<file path="src/rtl/glitch_seq_pkg.sv">
package glitch_seq_pkg;

  localparam int FIELD_BYTES = 4;
  localparam int DESC_BYTES  = 2 * FIELD_BYTES;
  localparam int CNT_W       = 8 * FIELD_BYTES;
  localparam int DESC_W      = 8 * DESC_BYTES;

  localparam logic [7:0] AMP_MIN = 8'hE0;
  localparam logic [7:0] AMP_MAX = 8'hF0;

  typedef enum logic [1:0] {
    SEQ_IDLE  = 2'd0,
    SEQ_WAIT  = 2'd1,
    SEQ_PULSE = 2'd2
  } seq_state_e;

  typedef enum logic [1:0] {
    RX_IDLE  = 2'd0,
    RX_START = 2'd1,
    RX_DATA  = 2'd2,
    RX_STOP  = 2'd3
  } rx_state_e;

  function automatic logic [7:0] clamp_amp(input logic [7:0] v);
    if (v < AMP_MIN)      return AMP_MIN;
    else if (v > AMP_MAX) return AMP_MAX;
    else                  return v;
  endfunction

endpackage

</file>
<file path="src/rtl/gs_uart_rx.sv">
module gs_uart_rx
  import glitch_seq_pkg::*;
#(
  parameter int CLKS_PER_BIT = 434
) (
  input  logic       clk,
  input  logic       rst,
  input  logic       rx_i,
  output logic       byte_valid_o,
  output logic [7:0] byte_o
);

  localparam int CW = (CLKS_PER_BIT > 2) ? $clog2(CLKS_PER_BIT) : 2;
  localparam logic [CW-1:0] FULL_M1 = CW'(CLKS_PER_BIT - 1);
  localparam logic [CW-1:0] HALF_M1 = CW'(CLKS_PER_BIT / 2 - 1);

  logic            rx_m, rx_s;
  rx_state_e       st_q;
  logic [CW-1:0]   tick_q;
  logic [2:0]      bit_q;
  logic [7:0]      shift_q;

  always_ff @(posedge clk) begin
    if (rst) begin
      rx_m <= 1'b1;
      rx_s <= 1'b1;
    end else begin
      rx_m <= rx_i;
      rx_s <= rx_m;
    end
  end

  always_ff @(posedge clk) begin
    if (rst) begin
      st_q         <= RX_IDLE;
      tick_q       <= '0;
      bit_q        <= '0;
      shift_q      <= '0;
      byte_valid_o <= 1'b0;
      byte_o       <= '0;
    end else begin
      byte_valid_o <= 1'b0;
      case (st_q)
        RX_IDLE: begin
          tick_q <= '0;
          if (!rx_s) st_q <= RX_START;
        end
        RX_START: begin
          if (tick_q == HALF_M1) begin
            tick_q <= '0;
            bit_q  <= '0;
            st_q   <= rx_s ? RX_IDLE : RX_DATA;
          end else begin
            tick_q <= tick_q + 1'b1;
          end
        end
        RX_DATA: begin
          if (tick_q == FULL_M1) begin
            tick_q  <= '0;
            shift_q <= {rx_s, shift_q[7:1]};
            if (bit_q == 3'd7) st_q <= RX_STOP;
            else               bit_q <= bit_q + 1'b1;
          end else begin
            tick_q <= tick_q + 1'b1;
          end
        end
        RX_STOP: begin
          if (tick_q == FULL_M1) begin
            tick_q <= '0;
            st_q   <= RX_IDLE;
            if (rx_s) begin
              byte_valid_o <= 1'b1;
              byte_o       <= shift_q;
            end
          end else begin
            tick_q <= tick_q + 1'b1;
          end
        end
        default: st_q <= RX_IDLE;
      endcase
    end
  end

endmodule

</file>
<file path="src/rtl/gs_cfg_writer.sv">
module gs_cfg_writer
  import glitch_seq_pkg::*;
#(
  parameter int NUM_GLITCH = 31,
  parameter int IDX_W      = 5
) (
  input  logic             clk,
  input  logic             rst,
  input  logic             byte_valid_i,
  input  logic [7:0]       byte_i,
  input  logic             busy_i,
  output logic [7:0]       amp_o,
  output logic             we_o,
  output logic [IDX_W-1:0] waddr_o,
  output logic [2:0]       wlane_o,
  output logic [7:0]       wdata_o
);

  localparam logic [8:0] TOP_ADDR = 9'(DESC_BYTES * NUM_GLITCH);

  logic       have_addr_q;
  logic [7:0] addr_q;
  logic [7:0] offset;
  logic       commit;
  logic       in_map;

  assign offset  = addr_q - 8'd1;
  assign commit  = byte_valid_i && have_addr_q && !busy_i;
  assign in_map  = (addr_q != 8'd0) && ({1'b0, addr_q} <= TOP_ADDR);
  assign we_o    = commit && in_map;
  assign waddr_o = IDX_W'(offset >> 3);
  assign wlane_o = offset[2:0];
  assign wdata_o = byte_i;

  always_ff @(posedge clk) begin
    if (rst) begin
      have_addr_q <= 1'b0;
      addr_q      <= '0;
      amp_o       <= AMP_MIN;
    end else begin
      if (byte_valid_i) begin
        have_addr_q <= !have_addr_q;
        if (!have_addr_q) addr_q <= byte_i;
      end
      if (commit && addr_q == 8'd0) amp_o <= clamp_amp(byte_i);
    end
  end

endmodule

</file>
<file path="src/rtl/gs_param_mem.sv">
module gs_param_mem
  import glitch_seq_pkg::*;
#(
  parameter int NUM_GLITCH = 31,
  parameter int IDX_W      = 5
) (
  input  logic              clk,
  input  logic              we_i,
  input  logic [IDX_W-1:0]  waddr_i,
  input  logic [2:0]        wlane_i,
  input  logic [7:0]        wdata_i,
  input  logic [IDX_W-1:0]  raddr_i,
  output logic [DESC_W-1:0] rdata_o
);

  for (genvar l = 0; l < DESC_BYTES; l++) begin : g_lane
    logic [7:0] lane_mem [NUM_GLITCH];

    always_ff @(posedge clk) begin
      if (we_i && wlane_i == 3'(l)) lane_mem[waddr_i] <= wdata_i;
      rdata_o[8*l +: 8] <= lane_mem[raddr_i];
    end
  end

endmodule

</file>
<file path="src/rtl/gs_sequencer.sv">
module gs_sequencer
  import glitch_seq_pkg::*;
#(
  parameter int NUM_GLITCH = 31,
  parameter int IDX_W      = 5
) (
  input  logic              clk,
  input  logic              rst,
  input  logic              trig_rise_i,
  input  logic [DESC_W-1:0] desc_i,
  output logic [IDX_W-1:0]  raddr_o,
  output logic              glitch_en_o,
  output logic              busy_o,
  output logic              done_o
);

  localparam logic [IDX_W-1:0] LAST = IDX_W'(NUM_GLITCH - 1);

  seq_state_e       state_q, state_d;
  logic [CNT_W-1:0] cnt_q, cnt_d;
  logic [CNT_W-1:0] wid_q, wid_d;
  logic [IDX_W-1:0] idx_q, idx_d;
  logic             done_d;
  logic             load;
  logic [CNT_W-1:0] nxt_dly, nxt_wid;

  assign nxt_dly = desc_i[CNT_W-1:0];
  assign nxt_wid = desc_i[DESC_W-1:CNT_W];

  always_comb begin
    state_d = state_q;
    cnt_d   = cnt_q;
    wid_d   = wid_q;
    idx_d   = idx_q;
    done_d  = 1'b0;
    load    = 1'b0;
    case (state_q)
      SEQ_IDLE: begin
        if (trig_rise_i) begin
          idx_d = '0;
          load  = 1'b1;
        end
      end
      SEQ_WAIT: begin
        if (cnt_q == '0) begin
          state_d = SEQ_PULSE;
          cnt_d   = wid_q - 1'b1;
        end else begin
          cnt_d = cnt_q - 1'b1;
        end
      end
      SEQ_PULSE: begin
        if (cnt_q != '0) begin
          cnt_d = cnt_q - 1'b1;
        end else if (idx_q == LAST) begin
          state_d = SEQ_IDLE;
          idx_d   = '0;
          done_d  = 1'b1;
        end else begin
          idx_d = idx_q + 1'b1;
          load  = 1'b1;
        end
      end
      default: state_d = SEQ_IDLE;
    endcase

    if (load) begin
      wid_d = nxt_wid;
      if (nxt_wid == '0) begin
        state_d = SEQ_IDLE;
        idx_d   = '0;
        done_d  = 1'b1;
      end else if (nxt_dly == '0) begin
        state_d = SEQ_PULSE;
        cnt_d   = nxt_wid - 1'b1;
      end else begin
        state_d = SEQ_WAIT;
        cnt_d   = nxt_dly - 1'b1;
      end
    end
  end

  // Prefetch: present the descriptor that follows the one being loaded.
  always_comb begin
    if (state_d == SEQ_IDLE || idx_d == LAST) raddr_o = '0;
    else                                      raddr_o = idx_d + 1'b1;
  end

  always_ff @(posedge clk) begin
    if (rst) begin
      state_q     <= SEQ_IDLE;
      cnt_q       <= '0;
      wid_q       <= '0;
      idx_q       <= '0;
      glitch_en_o <= 1'b0;
      busy_o      <= 1'b0;
      done_o      <= 1'b0;
    end else begin
      state_q     <= state_d;
      cnt_q       <= cnt_d;
      wid_q       <= wid_d;
      idx_q       <= idx_d;
      glitch_en_o <= (state_d == SEQ_PULSE);
      busy_o      <= (state_d != SEQ_IDLE);
      done_o      <= done_d;
    end
  end

endmodule

</file>
<file path="src/rtl/glitch_seq_top.sv">
module glitch_seq_top
  import glitch_seq_pkg::*;
#(
  parameter int CLK_FREQ_HZ = 50_000_000,
  parameter int BAUD_RATE   = 115_200,
  parameter int NUM_GLITCH  = 31
) (
  input  logic       clk,
  input  logic       rst,
  input  logic       uart_rx_i,
  input  logic       trigger_i,
  output logic       glitch_en_o,
  output logic [7:0] amplitude_o,
  output logic       busy_o,
  output logic       done_o
);

  localparam int CLKS_PER_BIT = CLK_FREQ_HZ / BAUD_RATE;
  localparam int IDX_W        = (NUM_GLITCH > 1) ? $clog2(NUM_GLITCH) : 1;

  logic              rx_valid;
  logic [7:0]        rx_byte;
  logic              mem_we;
  logic [IDX_W-1:0]  mem_waddr;
  logic [2:0]        mem_wlane;
  logic [7:0]        mem_wdata;
  logic [IDX_W-1:0]  mem_raddr;
  logic [DESC_W-1:0] mem_rdata;
  logic [2:0]        trig_sh;
  logic              trig_rise;

  always_ff @(posedge clk) begin
    if (rst) trig_sh <= '0;
    else     trig_sh <= {trig_sh[1:0], trigger_i};
  end
  assign trig_rise = trig_sh[1] && !trig_sh[2];

  gs_uart_rx #(
    .CLKS_PER_BIT(CLKS_PER_BIT)
  ) u_rx (
    .clk         (clk),
    .rst         (rst),
    .rx_i        (uart_rx_i),
    .byte_valid_o(rx_valid),
    .byte_o      (rx_byte)
  );

  gs_cfg_writer #(
    .NUM_GLITCH(NUM_GLITCH),
    .IDX_W     (IDX_W)
  ) u_cfg (
    .clk         (clk),
    .rst         (rst),
    .byte_valid_i(rx_valid),
    .byte_i      (rx_byte),
    .busy_i      (busy_o),
    .amp_o       (amplitude_o),
    .we_o        (mem_we),
    .waddr_o     (mem_waddr),
    .wlane_o     (mem_wlane),
    .wdata_o     (mem_wdata)
  );

  gs_param_mem #(
    .NUM_GLITCH(NUM_GLITCH),
    .IDX_W     (IDX_W)
  ) u_mem (
    .clk    (clk),
    .we_i   (mem_we),
    .waddr_i(mem_waddr),
    .wlane_i(mem_wlane),
    .wdata_i(mem_wdata),
    .raddr_i(mem_raddr),
    .rdata_o(mem_rdata)
  );

  gs_sequencer #(
    .NUM_GLITCH(NUM_GLITCH),
    .IDX_W     (IDX_W)
  ) u_seq (
    .clk        (clk),
    .rst        (rst),
    .trig_rise_i(trig_rise),
    .desc_i     (mem_rdata),
    .raddr_o    (mem_raddr),
    .glitch_en_o(glitch_en_o),
    .busy_o     (busy_o),
    .done_o     (done_o)
  );

endmodule

</file>
<file path="config.mk">
export PLATFORM = sky130hd
export DESIGN_NAME = glitch_seq_top
export DESIGN_NICKNAME = d
export VERILOG_FILES = /design/src/rtl/glitch_seq_pkg.sv /design/src/rtl/gs_uart_rx.sv /design/src/rtl/gs_cfg_writer.sv /design/src/rtl/gs_param_mem.sv /design/src/rtl/gs_sequencer.sv /design/src/rtl/glitch_seq_top.sv
export SDC_FILE = /design/constraint.sdc
export NUM_CORES = 2
export LEC_CHECK = 0
export BUFFER_PORTS_ARGS = -buffer_cell sky130_fd_sc_hd__buf_2
export CORE_MARGIN = 8
export CORE_UTILIZATION = 45
export DETAILED_ROUTE_END_ITERATION = 10
export PLACE_DENSITY = 0.66
export RECOVER_POWER = 50
export SLEW_MARGIN = 20
export SYNTH_ARGS = -nofsm -noshare
export SYNTH_HDL_FRONTEND = slang
export SYNTH_HIERARCHICAL = 1
export SYNTH_SLANG_ARGS = --single-unit
</file>
<file path="constraint.sdc">
create_clock -name clk -period 6.1 [get_ports clk]
set_clock_uncertainty 0.05 [all_clocks]
set_input_delay 0.61 -clock clk [delete_from_list [all_inputs] [get_ports clk]]
set_output_delay 0.61 -clock clk [all_outputs]
set_load 0.1 [all_outputs]
</file>
==> out/metrics.yaml <==
grt:
  gr-usage-met1_pct: 30.7
  grt_pass1_vias: 47200
  grt.busiest_layer: "met2"
  grt_pass1_wl_um: 340000
  antenna_found_initial: 13
  grt_usage_pct: 22.0
  grt_start_max_net_pins: 200
  grt_use_met3_pct: 4.50
  grt_overflow: 0
  grtUsageMet2_pct: 34.2
clock_network:
  cts.sinks: 2175
  post_cts_buffers: 0
  root_buffer: "clkbuf_16"
  h-tree-depth: 4
  cts_buffers: 211
  clock_latency_ns: 0.85
  tritoncts: "done"
  clk_pin_slew_ns: 0.06
  cts_buffer_depth: 3
synth:
  async_flop_share_pct: 0
  synth_area_um2: 87500
  synthesis.nets: 5043
  yosys_register_bits: 2175
  syn_avg_cell_area_um2: 17.4
  synth-edff-count: 1984
  synth_warnings: 6
  synth_cells: 5021
  synth_cell_type_count: 101
  synth_top_flop_cell: "edfxtp_1"
  seq_area_frac_synth_pct: 72.4
drt:
  wirelength_um: 238000
  viasPerCell: 6.20
  drt-pass1-iter-count: 6
  wire_per_inst_um: 30.2
  drc: 0
  num_vias: 48700
  drt_iter0_drc: 5754
  ant_nets: 0
timing:
  hold_viol_final: 0
  maxSlewViolCount: 1935
  fin_tns_setup_ns: 0
  timing.hold.ws_ns: 0.361
  fin_crit_sh_pct: 97.3
  post-route-min-period_ns: 5.94
  relSlewSlack_pct: -137
  grt_setup_unrepaired: "no"
  fmax_mhz: 168
  worst_pin_slew_ns: 3.55
  finalSetupViolations: 0
die:
  fp.coreArea_um2: 194000
  die_x_um: 457
  start_util_pct: 45.1
  placementRows: 162
  die-area_um2: 209000
  die_y_um: 457
  pin_count: 15
status:
  violations: "capacitance limit, slew limit"
  outcome: "finished with violations"
power:
  p_int_mw: 24.2
  swShare_pct: 21.0
  comb_power_share_pct: 4.3
  p_leak_nw: 30.7
  p_sw_mw: 6.42
  p_per_area_nw_per_um2: 313
  clkPwrFrac_pct: 42.9
  seqPwrFrac_pct: 52.8
  ir_drop_v: 0.000278
placed_design:
  io_buffer_count: 14
  globalplace.congestion: 0.928
  post_dp_cell_area_um2: 90800
  dp_hpwl_um: 148000
finish:
  fillCellCount: 15600
  seqCellArea_um2: 63400
  area_growth_pct: 11.8
  drive_gt1_share_pct: 17.7
  nets: 5140
  fin_util_pct: 50.4
  design_area_um2: 97800
  multi_input_area_um2: 22400
worst_hold_path:
  whs_path_depth: 1
  hp-class: "flip-flop to flip-flop"
setup_path:
  critPathMaxFanout: 47
  worst_r2r_path_depth: 18
  critPathKind: "flip-flop to flip-flop"
  cp-start-kind: "flip-flop"
  critPathCaptureType: "flip-flop"
  worst-endpoint-arrival_ns: 6.65
  required_ns: 6.82
flow_run:
  drv_cap: 23
power groups by stage:
stage | clock network [mW] | registers (mW) | logic (mW)
after floorplan | 0 | 16.4 | 1.01
after global placement | 0 | 16.5 | 1.30
after detailed placement | 0 | 16.5 | 1.30
after CTS | 13.3 | 16.2 | 1.31
after global routing | 13.9 | 16.2 | 1.41
final | 13.1 | 16.2 | 1.32
area by class of cell:
| type | count | area share, % |
|---|---|---|
| Clock buffer | 297 | 6.04 |
| Tap cell | 2542 | 3.25 |
| Timing Repair Buffer | 191 | 1.67 |
| Sequential cell | 2175 | 64.8 |
| Clock inverter | 104 | 1.17 |
| Multi-Input combinational cell | 2508 | 22.9 |
| Inverter | 31 | 0.119 |
| Antenna cell | 11 | 0.0281 |
through the flow:
step,setup WS [ns],power [mW],instances
detailed placement,0.195,17.8,7444
floorplan,1.61,17.4,5021
global placement,0.188,17.8,7444
CTS,0.180,30.8,7847
finish,0.165,30.6,7859
global route,0.0312,31.4,7849
critical path, stage by stage (launching register included):
cell	delay [ns]
dfxtp_1	0.38
or4_4	0.60
nor4b_2	0.49
nand4_4	0.31
o21ai_2	0.33
buf_4	0.24
and2_1	0.24
nor2_1	0.10
ha_1	0.21
nand2_1	0.09
o32ai_2	0.23
nor2_4	0.24
buf_12	0.20
buf_12	0.35
and2b_1	0.25
buf_4	0.23
a221oi_1	0.83
a221oi_1	0.18
a31oi_1	0.22
Yosys cell counts, types with 37 or more instances:
master,count,area share (%)
nor3_1,53,0.30
nor4_1,40,0.29
a22oi_1,127,1.1
nand2_1,282,1.2
nand2b_1,37,0.26
o21ai_0,90,0.51
dfxtp_1,191,4.4
clkbuf_1,123,0.53
o221ai_1,38,0.38
a221oi_1,60,0.60
xnor2_1,38,0.38
a21oi_1,131,0.75
buf_2,71,0.41
mux2i_1,315,3.6
o21a_1,38,0.33
buf_4,47,0.40
mux2_2,65,0.84
mux4_2,315,8.1
edfxtp_1,1984,68
nor2_1,401,1.7
state kept, by name, indices dropped and copies added, names as in the netlist, named ones only:
name	count
u_seq/done_o	1
u_seq/idx_q	5
u_cfg/have_addr_q	1
u_seq/glitch_en_o	1
u_seq/wid_q	32
u_rx/byte_valid_o	1
trig_sh	3
u_rx/byte_o	8
u_mem/g_lane.lane_mem	1984
u_rx/shift_q	8
u_mem/rdata_o	64
u_rx/st_q	1
u_rx/bit_q	3
u_rx/rx_s	1
u_seq/busy_o	1
u_seq/state_q	2
u_cfg/addr_q	8
u_cfg/amp_o	8
u_rx/tick_q	9
u_seq/cnt_q	32
u_rx/rx_m	1
per-layer routing:
metal	wire length [um]	vias up
met3	22400	447
met4	9590	4
li1	-	20300
met5	30	-
met1	95700	25400
met2	110000	2538
layout by cell type (no fill, tap or decap), types with 38 or more instances in the layout:
cell / instances
a22oi_1: 127
xnor2_1: 38
clkinv_2: 39
buf_4: 134
edfxtp_1: 1984
clkbuf_1: 81
mux2i_1: 315
o221ai_1: 38
o21ai_0: 90
a21oi_1: 131
dfxtp_1: 191
nor4_1: 39
clkbuf_16: 215
a221oi_1: 57
nand2_1: 276
nor3_1: 52
nor2_1: 391
o21a_1: 38
mux4_2: 315
mux2_2: 65
path summary, 6_finish.rpt:
path                                 startpoint                end  slack, ns
worst max-delay path            u_seq/cnt_q[22]  u_mem/rdata_o[35]       0.16
worst max register to register  u_seq/cnt_q[22]  u_mem/rdata_o[35]       0.16
worst min-delay path                  u_rx/rx_m          u_rx/rx_s       0.36
worst min register to register        u_rx/rx_m          u_rx/rx_s       0.36
timing repair:
action	CTS	global route
resized for setup	0	6
setup endpoints to repair	0	13
hold endpoints to repair	2	0
hold buffers	2	0
kinds of logic (layout without fill, tap and decap cells):
family | count (synthesis) | after routing | share of synthesized area, %
buf+inv | 338 | 623 | 2.09
fa+ha+maj | 18 | 18 | 0.257
flops | 2175 | 2175 | 72.4
compound gates | 686 | 686 | 5.46
xor+xnor | 62 | 62 | 0.620
simple gates | 1011 | 1011 | 5.51
other cells | 0 | 11 | 0
mux | 731 | 731 | 13.6
(Power assumes the default switching activity.)
